<file path="config.mk">
export PLATFORM = sky130hd
export DESIGN_NAME = lnet_top
export DESIGN_NICKNAME = d
export VERILOG_FILES = /design/src/rtl/lnet_pkg.sv /design/src/rtl/lnet_node.sv /design/src/rtl/lnet_chain.sv /design/src/rtl/lnet_top.sv
export SDC_FILE = /design/constraint.sdc
export NUM_CORES = 1
export LEC_CHECK = 0
export BUFFER_PORTS_ARGS = -buffer_cell sky130_fd_sc_hd__buf_2
export CAP_MARGIN = 20
export CORE_MARGIN = 4
export CORE_UTILIZATION = 30
export DETAILED_ROUTE_END_ITERATION = 16
export MAX_ROUTING_LAYER = met4
export PLACE_DENSITY = 0.63
export SLEW_MARGIN = 10
export SYNTH_ARGS = -nofsm -noshare
export SYNTH_HDL_FRONTEND = slang
export SYNTH_SLANG_ARGS = --single-unit
</file>
<file path="constraint.sdc">
create_clock -name clk -period 4.1 [get_ports clk]
set_clock_uncertainty 0.2 [all_clocks]
set_input_delay 0.41 -clock clk [delete_from_list [all_inputs] [get_ports clk]]
set_output_delay 0.41 -clock clk [all_outputs]
set_load 0.01 [all_outputs]
</file>
<file path="src/rtl/lnet_pkg.sv">
package lnet_pkg;
  typedef enum logic {
    DIR_FROM_HIGH = 1'b0,
    DIR_FROM_LOW  = 1'b1
  } dir_e;
endpackage

</file>
<file path="src/rtl/lnet_node.sv">
// Per-element switch: forwards either its own word or the word passing through.
module lnet_node
  import lnet_pkg::*;
#(
  parameter int DATA_W = 8
) (
  input  logic              bypass,
  input  logic [DATA_W-1:0] own_data,
  input  logic              dir,
  input  logic              lo_vld,
  input  logic [DATA_W-1:0] lo_data,
  input  logic              hi_vld,
  input  logic [DATA_W-1:0] hi_data,
  output logic              up_vld,
  output logic [DATA_W-1:0] up_data,
  output logic              dn_vld,
  output logic [DATA_W-1:0] dn_data,
  output logic              rx_vld,
  output logic [DATA_W-1:0] rx_word
);
  always_comb begin
    if (bypass) begin
      up_vld  = lo_vld;
      up_data = lo_data;
      dn_vld  = hi_vld;
      dn_data = hi_data;
    end else begin
      up_vld  = 1'b1;
      up_data = own_data;
      dn_vld  = 1'b1;
      dn_data = own_data;
    end
  end

  always_comb begin
    if (dir_e'(dir) == DIR_FROM_LOW) begin
      rx_vld  = lo_vld;
      rx_word = lo_vld ? lo_data : '0;
    end else begin
      rx_vld  = hi_vld;
      rx_word = hi_vld ? hi_data : '0;
    end
  end
endmodule

</file>
<file path="src/rtl/lnet_chain.sv">
// Combinational ripple of switches in both directions across the row.
module lnet_chain #(
  parameter int NUM_PE = 8,
  parameter int DATA_W = 8,
  localparam int BUS_W = NUM_PE * DATA_W
) (
  input  logic [NUM_PE-1:0] bypass,
  input  logic [BUS_W-1:0]  pe_out,
  input  logic              dir,
  output logic [BUS_W-1:0]  rx_word,
  output logic [NUM_PE-1:0] rx_vld
);
  logic [NUM_PE:0]   up_v;
  logic [DATA_W-1:0] up_d [NUM_PE+1];
  logic [NUM_PE:0]   dn_v;
  logic [DATA_W-1:0] dn_d [NUM_PE+1];

  assign up_v[0]      = 1'b0;
  assign up_d[0]      = '0;
  assign dn_v[NUM_PE] = 1'b0;
  assign dn_d[NUM_PE] = '0;

  for (genvar i = 0; i < NUM_PE; i++) begin : g_node
    lnet_node #(.DATA_W(DATA_W)) u_node (
      .bypass  (bypass[i]),
      .own_data(pe_out[i*DATA_W +: DATA_W]),
      .dir     (dir),
      .lo_vld  (up_v[i]),
      .lo_data (up_d[i]),
      .hi_vld  (dn_v[i+1]),
      .hi_data (dn_d[i+1]),
      .up_vld  (up_v[i+1]),
      .up_data (up_d[i+1]),
      .dn_vld  (dn_v[i]),
      .dn_data (dn_d[i]),
      .rx_vld  (rx_vld[i]),
      .rx_word (rx_word[i*DATA_W +: DATA_W])
    );
  end
endmodule

</file>
<file path="src/rtl/lnet_top.sv">
module lnet_top #(
  parameter int NUM_PE = 8,
  parameter int DATA_W = 8,
  localparam int BUS_W = NUM_PE * DATA_W
) (
  input  logic              clk,
  input  logic              rst,
  input  logic              xfer_valid,
  input  logic              shift_dir,
  input  logic [NUM_PE-1:0] bypass,
  input  logic [BUS_W-1:0]  pe_out,
  output logic [BUS_W-1:0]  rx_data,
  output logic [NUM_PE-1:0] rx_none
);
  logic [BUS_W-1:0]  net_word;
  logic [NUM_PE-1:0] net_vld;

  lnet_chain #(.NUM_PE(NUM_PE), .DATA_W(DATA_W)) u_chain (
    .bypass (bypass),
    .pe_out (pe_out),
    .dir    (shift_dir),
    .rx_word(net_word),
    .rx_vld (net_vld)
  );

  for (genvar i = 0; i < NUM_PE; i++) begin : g_rx
    always_ff @(posedge clk) begin
      if (rst) begin
        rx_data[i*DATA_W +: DATA_W] <= '0;
        rx_none[i]                  <= 1'b0;
      end else if (xfer_valid && !bypass[i]) begin
        rx_data[i*DATA_W +: DATA_W] <= net_word[i*DATA_W +: DATA_W];
        rx_none[i]                  <= !net_vld[i];
      end
    end
  end
endmodule

</file>
==> impl_metrics.env, run 1 <==
export IMPL_status="complete, no violations"
export IMPL_ant_nets=0
export IMPL_met2_usage=0.337
export IMPL_end_kind="flop"
export IMPL_ctsRootBufferMaster="clkbuf_16"
export IMPL_crit_slowest_cell="buf_2"
export IMPL_use_met3=0.0417
export IMPL_drt_iter0_drc=725
export IMPL_h_tree_depth=3
export IMPL_worstPathRequired_ns=4.13
export IMPL_firstDrtPassIters=6
export IMPL_maxCapViolCount=0
export IMPL_rows=46
export IMPL_critical_path_class="in2reg"
export IMPL_power_mw=2.08
export IMPL_async_flop_share=0
export IMPL_clock_sinks=72
export IMPL_synthToLayoutAreaGrowth_pct=21.6
export IMPL_grt_pass1_vias=5292
export IMPL_ys_ff_latch=72
export IMPL_finalWirelength_um=19800
export IMPL_insertion_delay_ns=0.34
export IMPL_overflow=0
export IMPL_crit_path_cell_trace="buf_2 > inv_1 > nand3_1 > a31o_2 > o31ai_1"
export IMPL_cp_start_kind="primary input"
export IMPL_vdd_drop_max_mv=0.223
export IMPL_final_cell_mix="buf_2 (147), o21ai_0 (74), dfxtp_1 (72), nand3_1 (51), a31oi_1 (51)"
export IMPL_ys_top_cells_by_area="dfxtp_1 (30%), o21ai_0 (7.7%), a31oi_1 (6.6%)"
export IMPL_syn_nets=724
export IMPL_grt_max_degree=48
export IMPL_cp_max_fo=35
export IMPL_path_buf_inv=2
export IMPL_layout_nets=830
export IMPL_start_util=0.306
export IMPL_maxSlewViolCount=0
export IMPL_grt_usage=0.217
export IMPL_dieArea_um2=18200
export IMPL_timing_fmax_ghz=0.449
export IMPL_busiest_layer="met2"
export IMPL_hp_class="in2reg"
export IMPL_port_buffers=147
export IMPL_wire_per_inst_um=20.3
export IMPL_critPathTopFamily="buffers and inverters"
export IMPL_vias_per_cell=5.62
export IMPL_drc=0
export IMPL_ys_flop_type="dfxtp_1"
export IMPL_layout_drive_gt1_share=0.240
export IMPL_fin_area_um2=5880
export IMPL_synth_edf_count=0
export IMPL_synth_warnings=0
export IMPL_r2r_cells=2
export IMPL_numCtsBuffers=9
export IMPL_setup_viol=0
export IMPL_synth_distinct_cells=50
export IMPL_gp_congestion=0.959
export IMPL_min_path_cells=3
export IMPL_fin_crit_ns=2.23
export IMPL_die_w_um=135
export IMPL_postCtsResizedCells=0
export IMPL_synth_top_area_share=0.298
export IMPL_clockBufferDepth=2
export IMPL_worst_pin_slew_ns=1.01
export IMPL_synth_avg_cell_area_um2=7.46
export IMPL_p_per_area_nw_per_um2=354
export IMPL_ctsHoldBuffers=0
export IMPL_worst_slew_margin_rel=0.327
export IMPL_core_area_um2=15800
export IMPL_dp_hpwl_um=14900
export IMPL_path_clk_slew_ns=0.06
export IMPL_setup_ws_ns=1.87
export IMPL_dpl_cell_area_um2=5560
export IMPL_netlist_area_um2=4840
export IMPL_hold_violations=0
export IMPL_timing_final_crit_share=0.543
export IMPL_num_vias=5475
export IMPL_rsz0062_at_grt="false"
export IMPL_grt_pass1_wl_um=29800
export IMPL_final_common_cell="buf_2"
export IMPL_cp_arrival_ns=2.25
export IMPL_tns_ns=0
export IMPL_fp_dieH_um=135
export IMPL_post_place_ws_ns=1.55
export IMPL_post_cts_setup_buffers=0
export IMPL_cts_tree="done"
export IMPL_ys_seq_area_frac=0.298
export IMPL_yosysTopAreaCell="dfxtp_1"
export IMPL_antenna_found_initial=0
export IMPL_syn_inst=648
export IMPL_met1_usage=0.277
export IMPL_pin_count=148
export IMPL_cp_depth=5
export IMPL_diodes=0
export IMPL_critPathMaxStageDelay_ns=0.60
export IMPL_total_leakage_power_nw=2.39
[Yosys cell counts (3+ instances only)]
master,n
a22oi_1,4
a31oi_1,51
nor3_1,3
nand3b_1,24
o221ai_1,6
dfxtp_1,72
o21bai_1,6
nor2_1,43
o31ai_1,8
o22ai_1,15
a211oi_1,9
inv_1,5
nand3_1,51
buf_4,11
or3b_1,6
nand2b_1,46
o21ai_0,74
and2_0,3
and2_1,8
buf_6,4
clkbuf_1,21
o211ai_1,10
nor2b_1,16
a311oi_1,19
buf_2,17
a21oi_1,35
a21o_1,11
nand2_1,42
[final timing paths]
path	start	to	slack [ns]
worst min-delay path	pe_out[11]	rx_data[3]$_SDFFE_PP0P_	0.16
worst max-delay path	rst	rx_data[58]$_SDFFE_PP0P_	1.87
worst max register to register	rx_data[15]$_SDFFE_PP0P_	rx_data[15]$_SDFFE_PP0P_	3.10
worst min register to register	rx_data[7]$_SDFFE_PP0P_	rx_data[7]$_SDFFE_PP0P_	0.25
[area by class of cell]
| class | count | area, µm² |
|---|---|---|
| clock inverter | 2 | 35.0 |
| clock buffer | 14 | 284 |
| inverter | 6 | 22.5 |
| multi-input combinational | 512 | 3050 |
| tap | 216 | 270 |
| fill | 1716 | 9940 |
| timing repair buffer | 153 | 781 |
| sequential | 72 | 1440 |
[cells by family (layout without fill, tap and decap cells)]
logic type | count (synthesis) | in the layout | share of synthesized area
AOI/OAI and AO/OA | 259 | 259 | 0.343
buffers and inverters | 64 | 175 | 0.0716
DFF | 72 | 72 | 0.298
and+or+nand+nor | 253 | 253 | 0.288
[state kept, by name, indices dropped and copies added, names as in the netlist]
| signal | cells |
|---|---|
| rx_data | 64 |
| rx_none | 8 |
[worst min-delay path, stage by stage]
cell     delay (ns)
buf_2          0.09
o21ai_0        0.06
o21ai_0        0.12
[power by group]
group / switching (mW) / total (mW) / internal, mW / leakage [nW]
sequential: 0.0243 / 0.766 / 0.741 / 0.590
clock: 0.316 / 0.854 / 0.537 / 0.159
combinational: 0.298 / 0.462 / 0.164 / 1.64
[metal layers]
layer | up-vias | wire length [µm] | part of all wire
li1 | 2633 | - | -
met1 | 2527 | 8610 | 0.43
met2 | 268 | 9210 | 0.46
met3 | 47 | 1360 | 0.068
met4 | 0 | 636 | 0.032
met5 | - | 0 | 0
[metrics by stage]
| stage | hold slack, ns | util | cells |
|---|---|---|---|
| 2_1_floorplan | 0.277 | - | 648 |
| 3_3_place_gp | 0.234 | 0.351 | 958 |
| 3_5_place_dp | 0.242 | 0.351 | 958 |
| 4_1_cts | 0.160 | 0.371 | 974 |
| 5_1_grt | 0.207 | 0.372 | 975 |
| 6_report | 0.162 | 0.372 | 975 |
Power figures use the tool's default switching activity.
==> run 2: changes to the inputs <==
- PLACE_DENSITY: 0.63 -> 0.65
- clock period: 4.1 -> 2 ns (I/O delays scaled with it)
==> run 2 against run 1 <==
Effect of this change:
- wire length increased by 4.2%
- sequential share of layout area decreased by 1.4 points
- power increased by 110%
- clock power increased by 94%
- die area unchanged
- combinational power increased by 130%
- global-route usage increased by 0.89 points
- non-clock buffer count increased by 45
- core utilization increased by 2.3 points
- critical path depth increased by 1
- highest routed layer unchanged
==> impl_metrics.env, run 2 (synthesized netlist as in run 1, its figures left out) <==
export IMPL_tns_ns=0
export IMPL_gp_congestion=0.956
export IMPL_rsz0062_at_grt="false"
export IMPL_dieArea_um2=18200
export IMPL_grt_max_degree=40
export IMPL_busiest_layer="met2"
export IMPL_worst_slew_margin_rel=0.534
export IMPL_critical_path_class="in2reg"
export IMPL_end_kind="flop"
export IMPL_hp_class="in2reg"
export IMPL_finalWirelength_um=20600
export IMPL_h_tree_depth=3
export IMPL_power_mw=4.27
export IMPL_die_w_um=135
export IMPL_final_common_cell="buf_2"
export IMPL_clockBufferDepth=2
export IMPL_final_cell_mix="buf_2 (147), o21ai_0 (74), dfxtp_1 (72), nand3_1 (51), a31oi_1 (51)"
export IMPL_cts_tree="done"
export IMPL_regMostFlops="rx_data"
export IMPL_antenna_found_initial=0
export IMPL_cp_max_fo=4
export IMPL_vdd_drop_max_mv=0.415
export IMPL_path_clk_slew_ns=0.06
export IMPL_layout_drive_gt1_share=0.275
export IMPL_synthToLayoutAreaGrowth_pct=29.3
export IMPL_fin_crit_ns=1.64
export IMPL_insertion_delay_ns=0.34
export IMPL_setup_viol=0
export IMPL_clock_sinks=72
export IMPL_largestRegisters="rx_data (64), rx_none (8)"
export IMPL_vias_per_cell=5.66
export IMPL_layout_nets=875
export IMPL_ant_nets=0
export IMPL_maxSlewViolCount=0
export IMPL_fp_dieH_um=135
export IMPL_worst_pin_slew_ns=0.698
export IMPL_drc=0
export IMPL_dp_hpwl_um=15900
export IMPL_fin_area_um2=6250
export IMPL_drt_iter0_drc=795
export IMPL_switching_share=0.308
export IMPL_ctsRootBufferMaster="clkbuf_16"
export IMPL_clkPwrFrac=0.389
export IMPL_start_util=0.306
export IMPL_pwr_share_seq=0.367
export IMPL_worstPathRequired_ns=2.02
export IMPL_maxCapViolCount=0
export IMPL_timing_fmax_ghz=0.610
export IMPL_met2_usage=0.360
export IMPL_p_sw_mw=1.32
export IMPL_met1_usage=0.290
export IMPL_pin_count=148
export IMPL_port_buffers=147
export IMPL_grt_pass1_vias=5451
export IMPL_largest_reg_flops=64
export IMPL_postCtsResizedCells=0
export IMPL_grt_pass1_wl_um=31000
export IMPL_timing_final_crit_share=0.820
export IMPL_core_area_um2=15800
export IMPL_post_cts_setup_buffers=0
export IMPL_dpl_cell_area_um2=5900
export IMPL_cp_start_kind="primary input"
export IMPL_total_leakage_power_nw=2.61
export IMPL_status="complete, no violations"
export IMPL_diodes=0
export IMPL_combPwrFrac=0.244
export IMPL_hold_violations=0
export IMPL_overflow=0
export IMPL_cp_arrival_ns=1.66
export IMPL_num_vias=5776
export IMPL_internal_power_mw=2.96
export IMPL_use_met3=0.0332
export IMPL_final_util=0.395
export IMPL_p_per_area_nw_per_um2=683
export IMPL_grt_usage=0.226
export IMPL_rows=46
export IMPL_wire_per_inst_um=20.2
export IMPL_firstDrtPassIters=6
export IMPL_numCtsBuffers=9
## run 2: cell type report
| cell class | instances | area [µm²] |
|---|---|---|
| Clock buffer | 13 | 260 |
| Clock inverter | 3 | 40.0 |
| Fill cell | 1694 | 9580 |
| Inverter | 6 | 22.5 |
| Multi-Input combinational cell | 512 | 3050 |
| Sequential cell | 72 | 1440 |
| Tap cell | 216 | 270 |
| Timing Repair Buffer | 198 | 1170 |
## run 2: worst paths after layout
kind                                               from                       end  slack (ns)  depth (start not counted)
worst max-delay path                         pe_out[12]  rx_data[36]$_SDFFE_PP0P_        0.36                          6
worst min-delay path                         pe_out[13]   rx_data[5]$_SDFFE_PP0P_        0.01                          3
worst max register to register  rx_data[8]$_SDFFE_PP0P_   rx_data[8]$_SDFFE_PP0P_        1.03                          2
worst min register to register  rx_data[7]$_SDFFE_PP0P_   rx_data[7]$_SDFFE_PP0P_        0.25                          2
## run 2: power groups by stage
stage          Sequential [mW]  Clock [mW]  Combinational, mW
3_3_place_gp              1.60           0               1.01
6_report                  1.57        1.66               1.04
3_5_place_dp              1.60           0               1.01
2_1_floorplan             1.63           0              0.552
5_1_grt                   1.58        1.72               1.12
4_1_cts                   1.57        1.67               1.02
## run 2: metrics by stage
stage	hold slack [ns]	setup WS [ns]	std cells
after detailed placement	0.242	0.151	999
after global routing	0.0172	0.310	1020
after floorplan	0.183	0.510	648
after global placement	0.233	0.176	999
after CTS	0.00189	0.394	1020
final	0.00988	0.360	1020
## run 2: worst max-delay path, stage by stage
cell and delay, ns:
dlygate4sd3_1 0.54, buf_2 0.14, nand2b_1 0.13, nand3_1 0.19, a31oi_1 0.34, a21oi_1 0.11
## run 2: repair_timing
action,4_1_cts,5_1_grt
setup endpoints to repair,0,0
hold buffers,5,0
endpoints found under the hold margin,5,0
## run 2: per-layer routing
layer  part of all wire  vias up  wire (µm)
met5                  0        -          0
met4              0.032        0        658
met3              0.070       60       1440
met2               0.47      311       9660
met1               0.43     2683       8880
li1                   -     2722          -
==> run 3: changes to the inputs <==
- clock period: 2 -> 1.4 ns (I/O delays scaled with it)
==> run 3 against run 2 <==
Effect of this change:
- critical path depth unchanged
- register-to-register slack got worse by 0.62 ns
- clock power is 55% higher
- global-route usage grew 2.9 points
- count of clock-buffer cells in the layout is 3 lower
- largest power group unchanged
- highest routed layer unchanged
==> impl_metrics.env, run 3 (synthesized netlist as in run 1, its figures left out) <==
export IMPL_grt_usage=0.254
export IMPL_vias_per_cell=5.51
export IMPL_grt_max_degree=25
export IMPL_dr_wl_met2_um=10200
export IMPL_post_place_ws_ns=-0.343
export IMPL_path_clk_slew_ns=0.06
export IMPL_firstDrtPassIters=6
export IMPL_crit_slowest_cell="or4b_4"
export IMPL_start_util=0.306
export IMPL_cp_arrival_ns=1.44
export IMPL_status="complete, no violations"
export IMPL_ctsRootBufferMaster="clkbuf_16"
export IMPL_critPathMaxStageDelay_ns=0.60
export IMPL_final_cell_mix="buf_4 (152), buf_2 (146), o21ai_0 (74), dfxtp_1 (72), nand3_1 (50)"
export IMPL_numCtsBuffers=9
export IMPL_worstPathRequired_ns=1.48
export IMPL_rows=46
export IMPL_grt_pass1_wl_um=34500
export IMPL_core_area_um2=15800
export IMPL_dp_cells=1111
export IMPL_grt_pass1_vias=6006
export IMPL_hold_violations=0
export IMPL_worst_slew_margin_rel=0.773
export IMPL_wire_per_inst_um=20.1
export IMPL_p_per_area_nw_per_um2=914
export IMPL_dr_wl_met3_um=1720
export IMPL_regMostFlops="rx_data"
export IMPL_total_leakage_power_nw=3.20
export IMPL_final_common_cell="buf_4"
export IMPL_largest_reg_flops=64
export IMPL_dp_hpwl_um=18100
export IMPL_setup_viol=0
export IMPL_layout_nets=991
export IMPL_top_layer_used="met4"
export IMPL_post_cts_setup_buffers=0
export IMPL_clockBufferDepth=2
export IMPL_synthToLayoutAreaGrowth_pct=49.8
export IMPL_power_mw=6.62
export IMPL_insertion_delay_ns=0.35
export IMPL_overflow=0
export IMPL_setup_ws_ns=0.0384
export IMPL_cp_start_kind="primary input"
export IMPL_largestRegisters="rx_data (64), rx_none (8)"
export IMPL_ant_nets=0
export IMPL_drc=0
export IMPL_clock_sinks=72
export IMPL_pin_count=148
export IMPL_stdcell_count=1136
export IMPL_end_kind="flop"
export IMPL_timing_fmax_ghz=0.734
export IMPL_timing_final_crit_share=0.973
export IMPL_cp_max_fo=23
export IMPL_h_tree_depth=3
export IMPL_drt_iter0_drc=703
export IMPL_layout_drive_gt1_share=0.372
export IMPL_maxCapViolCount=0
export IMPL_dieArea_um2=18200
export IMPL_gp_congestion=0.993
export IMPL_port_buffers=147
export IMPL_num_vias=6256
export IMPL_crit_path_cell_trace="buf_2 > buf_4 > nand4_4 > nor2_4 > or4b_4 > o22ai_1"
export IMPL_critPathTopFamily="simple AND/OR/NAND/NOR gates"
export IMPL_path_buf_inv=2
export IMPL_maxSlewViolCount=0
export IMPL_vdd_drop_max_mv=0.665
export IMPL_rsz0062_at_grt="false"
export IMPL_antenna_found_initial=0
export IMPL_die_w_um=135
export IMPL_cts_tree="done"
export IMPL_diodes=0
export IMPL_hp_class="in2reg"
export IMPL_wl_met1_um=9880
export IMPL_fin_crit_ns=1.36
export IMPL_critical_path_class="in2reg"
export IMPL_worst_pin_slew_ns=0.339
export IMPL_finalWirelength_um=22800
export IMPL_fp_dieH_um=135
[run 3: worst paths after layout]
path	startpoint	endpoint	slack, ns	cells past startpoint
worst min-delay path	pe_out[0]	rx_data[8]$_SDFFE_PP0P_	0.01	5
worst min register to register	rx_data[58]$_SDFFE_PP0P_	rx_data[58]$_SDFFE_PP0P_	0.25	2
worst max register to register	rx_data[14]$_SDFFE_PP0P_	rx_data[14]$_SDFFE_PP0P_	0.41	2
worst max-delay path	bypass[3]	rx_data[41]$_SDFFE_PP0P_	0.04	6
[run 3: routing by layer]
| layer | GRT usage | vias up |
|---|---|---|
| li1 | - | 2960 |
| met1 | 0.330 | 2907 |
| met2 | 0.384 | 322 |
| met3 | 0.0518 | 67 |
| met4 | 0.111 | 0 |
| met5 | - | - |
[run 3: repair_timing]
item / CTS / global route
resized for setup: 1 / 8
endpoints found under the setup margin: 1 / 16
pin swaps: 0 / 2
hold endpoints to repair: 11 / 0
hold buffers: 9 / 0
[run 3: worst register-to-register path: stages, from the launching register on]
cell and delay (ns):
dfxtp_1 0.34, o21ai_0 0.11, a311oi_2 0.25
[run 3: area by class of cell]
type                            instances  area [µm²]
Fill cell                            1628        8580
Multi-Input combinational cell        512        3090
Clock buffer                           10         239
Inverter                                6        22.5
Sequential cell                        72        1440
Tap cell                              216         270
Timing Repair Buffer                  314        2100
Clock inverter                          6        82.6
[run 3: report_power, final]
group	total, mW	internal [mW]	switching (mW)
combinational	1.79	0.800	0.990
sequential	2.25	2.17	0.0780
clock	2.58	1.60	0.981
total	6.62	4.57	2.05
[run 3: per-stage QoR]
step / utilization / instance area, µm² / hold WS, ns / TNS (ns)
5_1_grt: 0.458 / 7240 / 0.0365 / 0
3_5_place_dp: 0.429 / 6800 / 0.242 / -15.13
3_3_place_gp: 0.429 / 6800 / 0.236 / -14.82
2_1_floorplan: - / 4850 / 0.123 / -0.0646
6_report: 0.458 / 7240 / 0.0129 / 0
4_1_cts: 0.456 / 7220 / 0.00588 / 0
